===== src/rtl/tmr_irq_pkg.sv =====
package tmr_irq_pkg;
  localparam int unsigned DW      = 8;
  localparam int unsigned AW      = 8;
  localparam int unsigned NUM_OC  = 5;
  localparam int unsigned NUM_IC  = 4;
  localparam int unsigned NUM_AUX = 4;
  localparam logic [AW-1:0] ADDR_MSK1 = 8'h22;
  localparam logic [AW-1:0] ADDR_FLG1 = 8'h23;
  localparam logic [AW-1:0] ADDR_MSK2 = 8'h24;
  localparam logic [AW-1:0] ADDR_FLG2 = 8'h25;
  // writable bits of secondary mask: enables [7:4], prescale [1:0]
  localparam logic [DW-1:0] MSK2_WMASK = 8'hF3;
  localparam int unsigned   PRE_W      = 2;
endpackage


===== src/rtl/tmr_evt_map.sv =====
module tmr_evt_map
  import tmr_irq_pkg::*;
#(
  parameter int unsigned N_OC = NUM_OC,
  parameter int unsigned N_IC = NUM_IC
) (
  input  logic [N_OC-1:0] oc_evt_i,
  input  logic [N_IC-1:0] ic_evt_i,
  input  logic            cap4_sel_i,
  output logic [DW-1:0]   set_o
);
  localparam int unsigned DED_OC = N_OC - 1;   // compare channels with own bit
  localparam int unsigned DED_IC = N_IC - 1;   // capture channels with own bit
  localparam int unsigned SHR    = DED_IC;     // shared bit position

  for (genvar i = 0; i < DED_OC; i++) begin : g_oc
    assign set_o[DW-1-i] = oc_evt_i[i];
  end
  for (genvar i = 0; i < DED_IC; i++) begin : g_ic
    assign set_o[DED_IC-1-i] = ic_evt_i[i];
  end
  assign set_o[SHR] = cap4_sel_i ? ic_evt_i[N_IC-1] : oc_evt_i[N_OC-1];
endmodule


===== src/rtl/tmr_w1c_bank.sv =====
module tmr_w1c_bank #(
  parameter int unsigned W = 8
) (
  input  logic         clk_i,
  input  logic         rst_ni,
  input  logic [W-1:0] set_i,
  input  logic [W-1:0] clr_i,
  output logic [W-1:0] flag_o
);
  logic [W-1:0] flag_q;

  // set has priority so a colliding event is never lost
  always_ff @(posedge clk_i or negedge rst_ni) begin
    if (!rst_ni) flag_q <= '0;
    else         flag_q <= (flag_q & ~clr_i) | set_i;
  end

  assign flag_o = flag_q;
endmodule


===== src/rtl/tmr_irq_unit.sv =====
module tmr_irq_unit
  import tmr_irq_pkg::*;
(
  input  logic              clk_i,
  input  logic              rst_ni,
  input  logic [AW-1:0]     addr_i,
  input  logic              we_i,
  input  logic [DW-1:0]     wdata_i,
  output logic [DW-1:0]     rdata_o,
  input  logic [NUM_OC-1:0] oc_evt_i,
  input  logic [NUM_IC-1:0] ic_evt_i,
  input  logic              cap4_sel_i,
  input  logic              tof_evt_i,
  input  logic              rti_evt_i,
  input  logic              paov_evt_i,
  input  logic              pai_evt_i,
  output logic [PRE_W-1:0]  prescale_o,
  output logic              irq_o
);
  localparam int unsigned AUX_LO = DW - NUM_AUX;

  logic [DW-1:0]      mask1_q, mask2_q, flag1_q, set1;
  logic [NUM_AUX-1:0] flag2_q, set2, clr2;
  logic [DW-1:0]      clr1;
  logic               wr_msk1, wr_flg1, wr_msk2, wr_flg2;
  logic               irq_q;

  assign wr_msk1 = we_i && (addr_i == ADDR_MSK1);
  assign wr_flg1 = we_i && (addr_i == ADDR_FLG1);
  assign wr_msk2 = we_i && (addr_i == ADDR_MSK2);
  assign wr_flg2 = we_i && (addr_i == ADDR_FLG2);

  always_ff @(posedge clk_i or negedge rst_ni) begin
    if (!rst_ni) begin
      mask1_q <= '0;
      mask2_q <= '0;
    end else begin
      if (wr_msk1) mask1_q <= wdata_i;
      if (wr_msk2) mask2_q <= wdata_i & MSK2_WMASK;
    end
  end

  tmr_evt_map #(.N_OC(NUM_OC), .N_IC(NUM_IC)) u_map (
    .oc_evt_i   (oc_evt_i),
    .ic_evt_i   (ic_evt_i),
    .cap4_sel_i (cap4_sel_i),
    .set_o      (set1)
  );

  assign clr1 = wr_flg1 ? wdata_i : '0;
  assign set2 = {tof_evt_i, rti_evt_i, paov_evt_i, pai_evt_i};
  assign clr2 = wr_flg2 ? wdata_i[DW-1:AUX_LO] : '0;

  tmr_w1c_bank #(.W(DW)) u_flg1 (
    .clk_i  (clk_i),
    .rst_ni (rst_ni),
    .set_i  (set1),
    .clr_i  (clr1),
    .flag_o (flag1_q)
  );

  tmr_w1c_bank #(.W(NUM_AUX)) u_flg2 (
    .clk_i  (clk_i),
    .rst_ni (rst_ni),
    .set_i  (set2),
    .clr_i  (clr2),
    .flag_o (flag2_q)
  );

  always_comb begin
    unique case (addr_i)
      ADDR_MSK1: rdata_o = mask1_q;
      ADDR_FLG1: rdata_o = flag1_q;
      ADDR_MSK2: rdata_o = mask2_q;
      ADDR_FLG2: rdata_o = {flag2_q, {AUX_LO{1'b0}}};
      default:   rdata_o = '0;
    endcase
  end

  always_ff @(posedge clk_i or negedge rst_ni) begin
    if (!rst_ni) irq_q <= 1'b0;
    else         irq_q <= (|(flag1_q & mask1_q)) | (|(flag2_q & mask2_q[DW-1:AUX_LO]));
  end

  assign irq_o      = irq_q;
  assign prescale_o = mask2_q[PRE_W-1:0];
endmodule


===== config.mk =====
export PLATFORM = sky130hd
export DESIGN_NAME = tmr_irq_unit
export DESIGN_NICKNAME = d
export VERILOG_FILES = /design/src/rtl/tmr_irq_pkg.sv /design/src/rtl/tmr_evt_map.sv /design/src/rtl/tmr_w1c_bank.sv /design/src/rtl/tmr_irq_unit.sv
export SDC_FILE = /design/constraint.sdc
export NUM_CORES = 1
export LEC_CHECK = 0
export ABC_AREA = 1
export BUFFER_PORTS_ARGS = -buffer_cell sky130_fd_sc_hd__buf_4
export CAP_MARGIN = 20
export CORE_MARGIN = 8
export CORE_UTILIZATION = 26
export CTS_BUF_LIST = sky130_fd_sc_hd__clkbuf_2 sky130_fd_sc_hd__clkbuf_4 sky130_fd_sc_hd__clkbuf_8
export DETAILED_ROUTE_END_ITERATION = 12
export GPL_TIMING_DRIVEN = 0
export RECOVER_POWER = 25
export REMOVE_ABC_BUFFERS = 1
export SYNTH_ARGS = -nofsm -noshare
export SYNTH_HDL_FRONTEND = slang
export SYNTH_SLANG_ARGS = --single-unit
export TNS_END_PERCENT = 1

===== constraint.sdc =====
create_clock -name clk_i -period 1.2 [get_ports clk_i]
set_input_delay 0 -clock clk_i [delete_from_list [all_inputs] [get_ports clk_i]]
set_output_delay 0 -clock clk_i [all_outputs]
set_load 0.005 [all_outputs]

Yosys cells after proc, flatten, opt, wreduce, memory -nomap -nowiden

Cells that the tools add are included.

Register bits: 27
Input port bits: 33
Logic and storage cells: 28

Eq/ne operators: 4
Mux-type cells: 4
Bitwise logic cells: 9
Reductions and logical operators: 6

Operators with widths:

| kind                 | number |
|---|---|
| $eq A8 B6 Y1 const B | 4 |
| $pmux W8 S4          | 1 |
| $and A8 B8 Y8        | 2 |
| $and A4 B4 Y4        | 2 |
| $mux W8              | 1 |
| $not A8 Y8           | 1 |
| $or A8 B8 Y8         | 1 |
| $reduce_or A8 Y1     | 1 |
| $logic_and A1 B1 Y1  | 4 |
| $mux W4              | 1 |
| $not A4 Y4           | 1 |
| $or A4 B4 Y4         | 1 |
| $reduce_or A4 Y1     | 1 |
| $mux W1              | 1 |
| $or A1 B1 Y1         | 1 |

Longest topological paths before layout

Gate-level depths: netlist of run 1.

Depth after elaboration: 6
Mapped depth: 8
Mapped depth without buffers: 7

Cells and area by module

Synthesis of run 1 repeated with hierarchy kept, for this count alone.

Cells, all modules: 233
Area, all modules: 1699.1 sq um

Modules (own cells, without submodules):

| module                 | instances | cells each | area an instance (sq um) | sequential area each (sq um) |
|---|---|---|---|---|
| tmr_irq_unit           | 1         | 162        | 1151.1                   | 375.4 |
| tmr_w1c_bank at u_flg1 | 1         | 40         | 320.3                    | 200.2 |
| tmr_w1c_bank at u_flg2 | 1         | 20         | 160.2                    | 100.1 |
| tmr_evt_map            | 1         | 11         | 67.6                     | 0.0 |

Worst setup path before layout of run 1

No wires, ideal clock.

Path kind: input -> register
From: input addr_i[6]
To: register mask2_q[6]
Library setup time: 0.118 ns
Arrival: 0.671 ns
Data required time: 1.082 ns
Slack: 0.411 ns
Stages: 7
Buffers on the path: 1
Cells stage by stage: inv_1 > nand2_1 > nor2_4 > nand3_2 > buf_6 > nand2_1 > o21ai_2

Longest elaborated chain between the ends: 2

RTL lines:

| element                | line               | source |
|---|---|---|
| start: declaration     | tmr_irq_unit.sv:6  | `input logic [AW-1:0] addr_i,` |
| $eq A8 B6 Y1           | tmr_irq_unit.sv:30 | `assign wr_msk2 = we_i && (addr_i == ADDR_MSK2);` |
| $logic_and A1 B1 Y1    | tmr_irq_unit.sv:30 |  |
| end signal: assignment | tmr_irq_unit.sv:39 | `if (wr_msk2) mask2_q <= wdata_i & MSK2_WMASK;` |
| end: declaration       | tmr_irq_unit.sv:22 | `logic [DW-1:0] mask1_q, mask2_q, flag1_q, set1;` |

Every way passes these cells.
A chain may end at the register's enable or synchronous reset.

Final worst setup path of run 1

From: input addr_i[2]
To: output rdata_o[7]

Longest elaborated chain between the ends: 2
Elaborated cells between the ends (all ways): 5
Those cells by class: eq/ne (4); mux (1)

RTL lines:

| element          | line               | source |
|---|---|---|
| $eq A8 B6 Y1     | tmr_irq_unit.sv:71 | `unique case (addr_i)` |
| $pmux W8 S4 *    | tmr_irq_unit.sv:71 |  |
| end: declaration | tmr_irq_unit.sv:9  | `output logic [DW-1:0] rdata_o,` |

Every way passes the cells marked *; elsewhere a longest branch is shown, timed or not.

==> metrics, run 1 <==
Wirelength per Cell=approximately 13 um; max-cap violations=0; Worst Hold Depth=4; data required time of the worst path=1200 ps; Max transition margin=0.526; vias in the first global route=1661; Worst R2R Start=mask2_q[6]$_DFFE_PN0P_; Final Max Slew Viols=0; FF-to-FF End=irq_o$_DFF_PN0_; WP data arrival=1090 ps; Multi-input gate area=764 um^2; cell mode on critical path=nand2_1; Worst VDD drop=0.000476 V; Synth Flop Type=dfrtp_1; EDFF count, synth=0; Synth async-reset ratio=1.00; cell taking the most area after synthesis=dfrtp_1; CTS tree=done; Mapped Area=1640 um^2; initial antenna violation count=0; Clock Tree Buf Depth=2; Seq cells post-synth=27; Crit-path slowest cell=nor2_1; GPL Wtd Cong=0.772; FF+latch area=676 um^2; die width=approximately 95 um; part of the Yosys area used for sequential elements=0.412; core outline area=6240 um^2; met3 usage=0.0189; Port Buffer Count=43; M2 GR Usage=0.189; Tmin final=1090 ps; via count=between 1500 and 2000; # DRC=0; initial drt markers=75; Site Rows=29; minimum hold slack=between 8 and 9 ps; WP buf/inv=4; global-route wire length before repair=7.45 mm; CTS H-tree depth=1; fin worst setup slack=114 ps; clock sink count=27; layout net count=314; GR peak layer=met2; total CTS buffers=3; Skew-Pair Late Insertion Delay=approximately 280 ps; Yosys top cell area share=0.412; final setup skew=11.0 ps; Max FO, Critical Path=5; Area growth, synth to finish=36.7%; kind of cell adding the most delay to the critical path=simple AND/OR/NAND/NOR gates; pre-CTS WS=-354 ps; slowest stage delay, CP=390 ps; Synth Instances=221; reg2reg setup slack=310 ps; largest cells by area after synthesis=dfrtp_1, nand2_1, nand3_1, inv_1, o21ai_2; r2r worst-path depth=4; final hold vios=0; # diodes=0; hold_sp=wdata_i[4]; status=completed; total wire length=4.48 mm; Antenna Violating Nets Remaining=0; # fillers=715; PD cells=around 820 nW/um^2; RSZ-0062 raised after global routing=false; crit-path cells=buf_4, inv_1, nand2_1, nor2_1, nand3_1, nand2_1, inv_1, nand2_1, buf_4; syn_area_per_cell=7.42 um^2; I/O pin cnt=44; setup violators final=0; hpwl dp=about 3.2 mm; CTS root buffer=clkbuf_8; die area=9110 um^2; GRT met1 Usage=0.120; vias per cell=about 4.5; CP Capture Type=output pin; Endpoint, Worst Hold=u_flg1.flag_o[4]$_DFF_PN0_; Netlist cell types=21; largest net degree at the start of global routing=28; layout cells sized above 1=0.289; LEAKAGE=1.17 nW; worst-margin pin slew=710 ps; Tot GR Track Use=0.103; grt total ovfl=0; most instantiated cells after synthesis=nand2_1, inv_1, nand3_1; Starting Density=0.263; clk slew on worst S/H paths=100 ps; WP depth=9; most numerous cell in the Yosys netlist=nand2_1; DR pass1 iterations=5; die height=approximately 95 um; Startpoint Class=input port; fmax=921 MHz; Hold Path Class=in -> reg; Tcrit/Tclk final=0.905; type of the worst setup path=in -> out; number of setup buffers added after CTS=0; synth warn=0
[per-stage QoR]
stage          setup TNS (ps)  instances  utilization  area, um^2  power [W]
2_1_floorplan               0        213            -        1570    0.00110
3_3_place_gp            -3050        333        0.319        1990    0.00127
3_5_place_dp            -3880        333        0.319        1990    0.00127
4_1_cts                  -150        357        0.358        2230    0.00186
5_1_grt                     0        357        0.359        2240    0.00194
6_report                    0        357        0.359        2240    0.00183
[placed cells by master (no fill, tap or decap)]
master	netlist	routed
nor2_2	1	1
inv_2	3	4
and2_2	1	1
clkbuf_8	0	3
buf_4	2	42
nand3_4	1	1
mux2i_1	1	1
nand3_2	1	1
dlygate4sd3_1	0	19
a21oi_1	1	1
o22ai_1	3	3
nand4_1	4	4
inv_1	36	35
nand2_1	75	73
dfrtp_1	27	27
nand3_1	30	30
nand2_2	7	9
clkinvlp_4	0	1
clkbuf_2	1	1
o21ai_2	12	12
nor2_4	4	5
nor2_1	6	6
[repair_timing]
item,CTS,global route
endpoints found under the setup margin,10,16
gates resized for setup,1,3
pin swaps,1,1
hold buffers,19,0
cloned,1,0
endpoints found under the hold margin,41,0
[cells by family (layout without fill, tap and decap cells)]
kind of cell           Yosys count  after routing  synth area share
buffers and inverters           47            105             0.132
multiplexers                     1              1           0.00610
AO/OA/AOI/OAI                   16             16            0.0786
AND/OR/NAND/NOR                130            131             0.371
flip-flops                      27             27             0.412
[registers in the layout (all words and copies together), names as in the netlist]
signal and count:
u_flg1.flag_o 8, mask1_q 8, u_flg2.flag_o 4, irq_o 1, mask2_q 6
[routing by layer]
metal	up-vias	part of all wire	wire length, um
met5	-	0	0
met4	0	0.010	45
met3	6	0.051	228
met2	34	0.52	2320
met1	760	0.42	1880
li1	799	-	-
[tightest hold or removal path: stages]
cell and delay (ps):
buf_4 100, nand3_1 60, nand2_1 50, nand2_1 40
[cell type report]
cell class,instances,area share
Timing Repair Buffer,62,0.228
Tap cell,77,0.0430
Sequential cell,27,0.301
Inverter,39,0.0653
Clock inverter,1,0.00335
Multi-Input combinational cell,148,0.341
Clock buffer,3,0.0184
[worst max-delay path by stage]
stage	start	to	slack, ps
5_1_grt	addr_i[2]	rdata_o[4]	20
4_1_cts	addr_i[7]	rdata_o[7]	-40
2_1_floorplan	addr_i[6]	mask2_q[0]$_DFFE_PN0P_	90
3_3_place_gp	addr_i[6]	mask2_q[7]$_DFFE_PN0P_	-290
6_report	addr_i[2]	rdata_o[7]	110
3_5_place_dp	addr_i[7]	mask2_q[1]$_DFFE_PN0P_	-350
[report_power, final]
| part | total, W | switching, W | internal [W] | leakage (nW) |
|---|---|---|---|---|
| Combinational | 0.000338 | 0.000164 | 0.000174 | 0.833 |
| Clock | 0.000531 | 0.000295 | 0.000236 | 0.0217 |
| Sequential | 0.000966 | 0.0000223 | 0.000943 | 0.310 |
| Total | 0.00183 | 0.000481 | 0.00135 | 1.17 |
(Power assumes the default switching activity.)
==> run 2: changes to the inputs <==
- BUFFER_PORTS_ARGS: -buffer_cell sky130_fd_sc_hd__buf_4 -> not set
- DONT_BUFFER_PORTS: not set -> 1
==> metrics, run 2 (synthesis results as in run 1) <==
Port Buffer Count=0; Max transition margin=0.546; Tot GR Track Use=0.0988; CTS H-tree depth=1; dpl cell area=around 1700 um^2; Starting Density=0.263; type of the worst setup path=reg -> reg; most common cell after layout, fill and taps aside=nand2_1; Area growth, synth to finish=26.0%; RSZ-0062 raised after global routing=true; initial drt markers=77; layout cells sized above 1=0.166; final setup TNS=0 ps; Skew-Pair Late Insertion Delay=270 ps; clk slew on worst S/H paths=about 90 ps; Wirelength per Cell=13.5 um; Site Rows=29; I/O pin cnt=44; LEAKAGE=1.01 nW; Clock Tree Buf Depth=2; Worst VDD drop=about 0.00053 V; global-route wire length before repair=about 7 mm; GPL Wtd Cong=0.780; max-cap violations=0; grt total ovfl=0; vias per cell=between 4 and 5; initial antenna violation count=0; DR pass1 iterations=4; die width=roughly 95 um; hpwl dp=a little over 3 mm; layout net count=287; worst-margin pin slew=between 600 and 700 ps; # DRC=0; final setup skew=3.56 ps; most frequent cells in the layout=nand2_1, inv_1, nand3_1, dlygate4sd3_1, dfrtp_1; largest net degree at the start of global routing=28; Startpoint Class=flip-flop; via count=1476; total CTS buffers=3; Antenna Violating Nets Remaining=0; vias in the first global route=1493; Tcrit/Tclk final=0.981; slowest stage delay, CP=about 540 ps; WP data arrival=1340 ps; PD cells=847 nW/um^2; total wire length=4.47 mm; setup violators final=0; die height=95.4 um; Hold Path Class=in -> reg; status=completed; cell mode on critical path=nand2_1; fmax=roughly 850 MHz; post-layout instance area=just over 2000 um^2; CTS tree=done; minimum hold slack=around 78 ps; Final Max Slew Viols=0; CP Capture Type=flip-flop; CTS root buffer=clkbuf_8; Max FO, Critical Path=3; Crit-path slowest cell=dlygate4sd3_1; WP buf/inv=1; Tmin final=1180 ps; kind of cell adding the most delay to the critical path=buffers and inverters; die area=9110 um^2; data required time of the worst path=1370 ps; # diodes=0; final hold vios=0; core outline area=between 6000 and 7000 um^2; crit-path cells=nand2_1, nand2_1, dlygate4sd3_1; clock sink count=27
[run 2: cell types whose count changed in the layout (fill, tap and decap cells not counted), sizes merged]
cell          previous run  this run
clkbuf                   4         5
buf                     42         4
dlygate4sd3             19        29
dlymetal6s4s             0         1
clkinvlp                 1         0
[run 2: layout make-up]
class,instances,area (um^2)
fillers,687,4170
flip-flops and latches,27,676
repair buffers,35,338
inverters,39,146
multi-input cells,148,762
well taps,77,96.3
clock buffers,4,48.8
[run 2: what timing repair did]
| item | CTS | global route |
|---|---|---|
| endpoints found under the hold margin | 53 | 0 |
| hold buffers | 31 | 0 |
| buffers inserted | 0 | 4 |
| gates resized for setup | 0 | 3 |
| setup endpoints to repair | 0 | 15 |
[run 2: path summary, 6_finish.rpt]
check | from | end | slack, ps | depth (start not counted)
max in group asynchronous | rst_ni | mask1_q[3]$_DFFE_PN0P_ | 470 | 2
worst max-delay path | u_flg1.flag_o[5]$_DFF_PN0_ | u_flg1.flag_o[5]$_DFF_PN0_ | 20 | 3
worst min register to register | u_flg1.flag_o[3]$_DFF_PN0_ | u_flg1.flag_o[3]$_DFF_PN0_ | 490 | 2
min in group asynchronous | rst_ni | u_flg1.flag_o[4]$_DFF_PN0_ | 290 | 2
worst min-delay path | we_i | mask2_q[0]$_DFFE_PN0P_ | 80 | 2
worst max register to register | u_flg1.flag_o[5]$_DFF_PN0_ | u_flg1.flag_o[5]$_DFF_PN0_ | 20 | 3
[run 2: through the flow]
stage | total power, W | util | setup WS [ps] | cells
6_report | 0.00175 | 0.331 | 22.9 | 330
5_1_grt | 0.00184 | 0.331 | -33.2 | 330
3_5_place_dp | 0.00113 | 0.267 | -251 | 290
3_3_place_gp | 0.00113 | 0.267 | -195 | 290
2_1_floorplan | 0.00110 | - | 91.3 | 213
4_1_cts | 0.00177 | 0.326 | 20.9 | 325
[run 2: power by group]
group | internal (W) | leakage [nW] | total [W] | switching (W)
combinational | 0.000103 | 0.673 | 0.000229 | 0.000126
sequential | 0.000943 | 0.310 | 0.000970 | 0.0000271
clock | 0.000261 | 0.0262 | 0.000551 | 0.000290
total | 0.00131 | 1.01 | 0.00175 | 0.000443
[run 2: worst register-to-register path, delay by kind of cell, from the launching register on]
| kind | cells | cell delay [ps] |
|---|---|---|
| buf+inv | 1 | 540 |
| simple gates | 2 | 120 |
| flops | 1 | 410 |
[run 2: per-layer routing]
metal	global-route usage	share of wire	vias to the layer above
met3	0.0299	0.066	4
met1	0.123	0.45	693
met4	0.0192	0.0063	0
li1	-	-	748
met5	0	0	-
met2	0.165	0.48	31
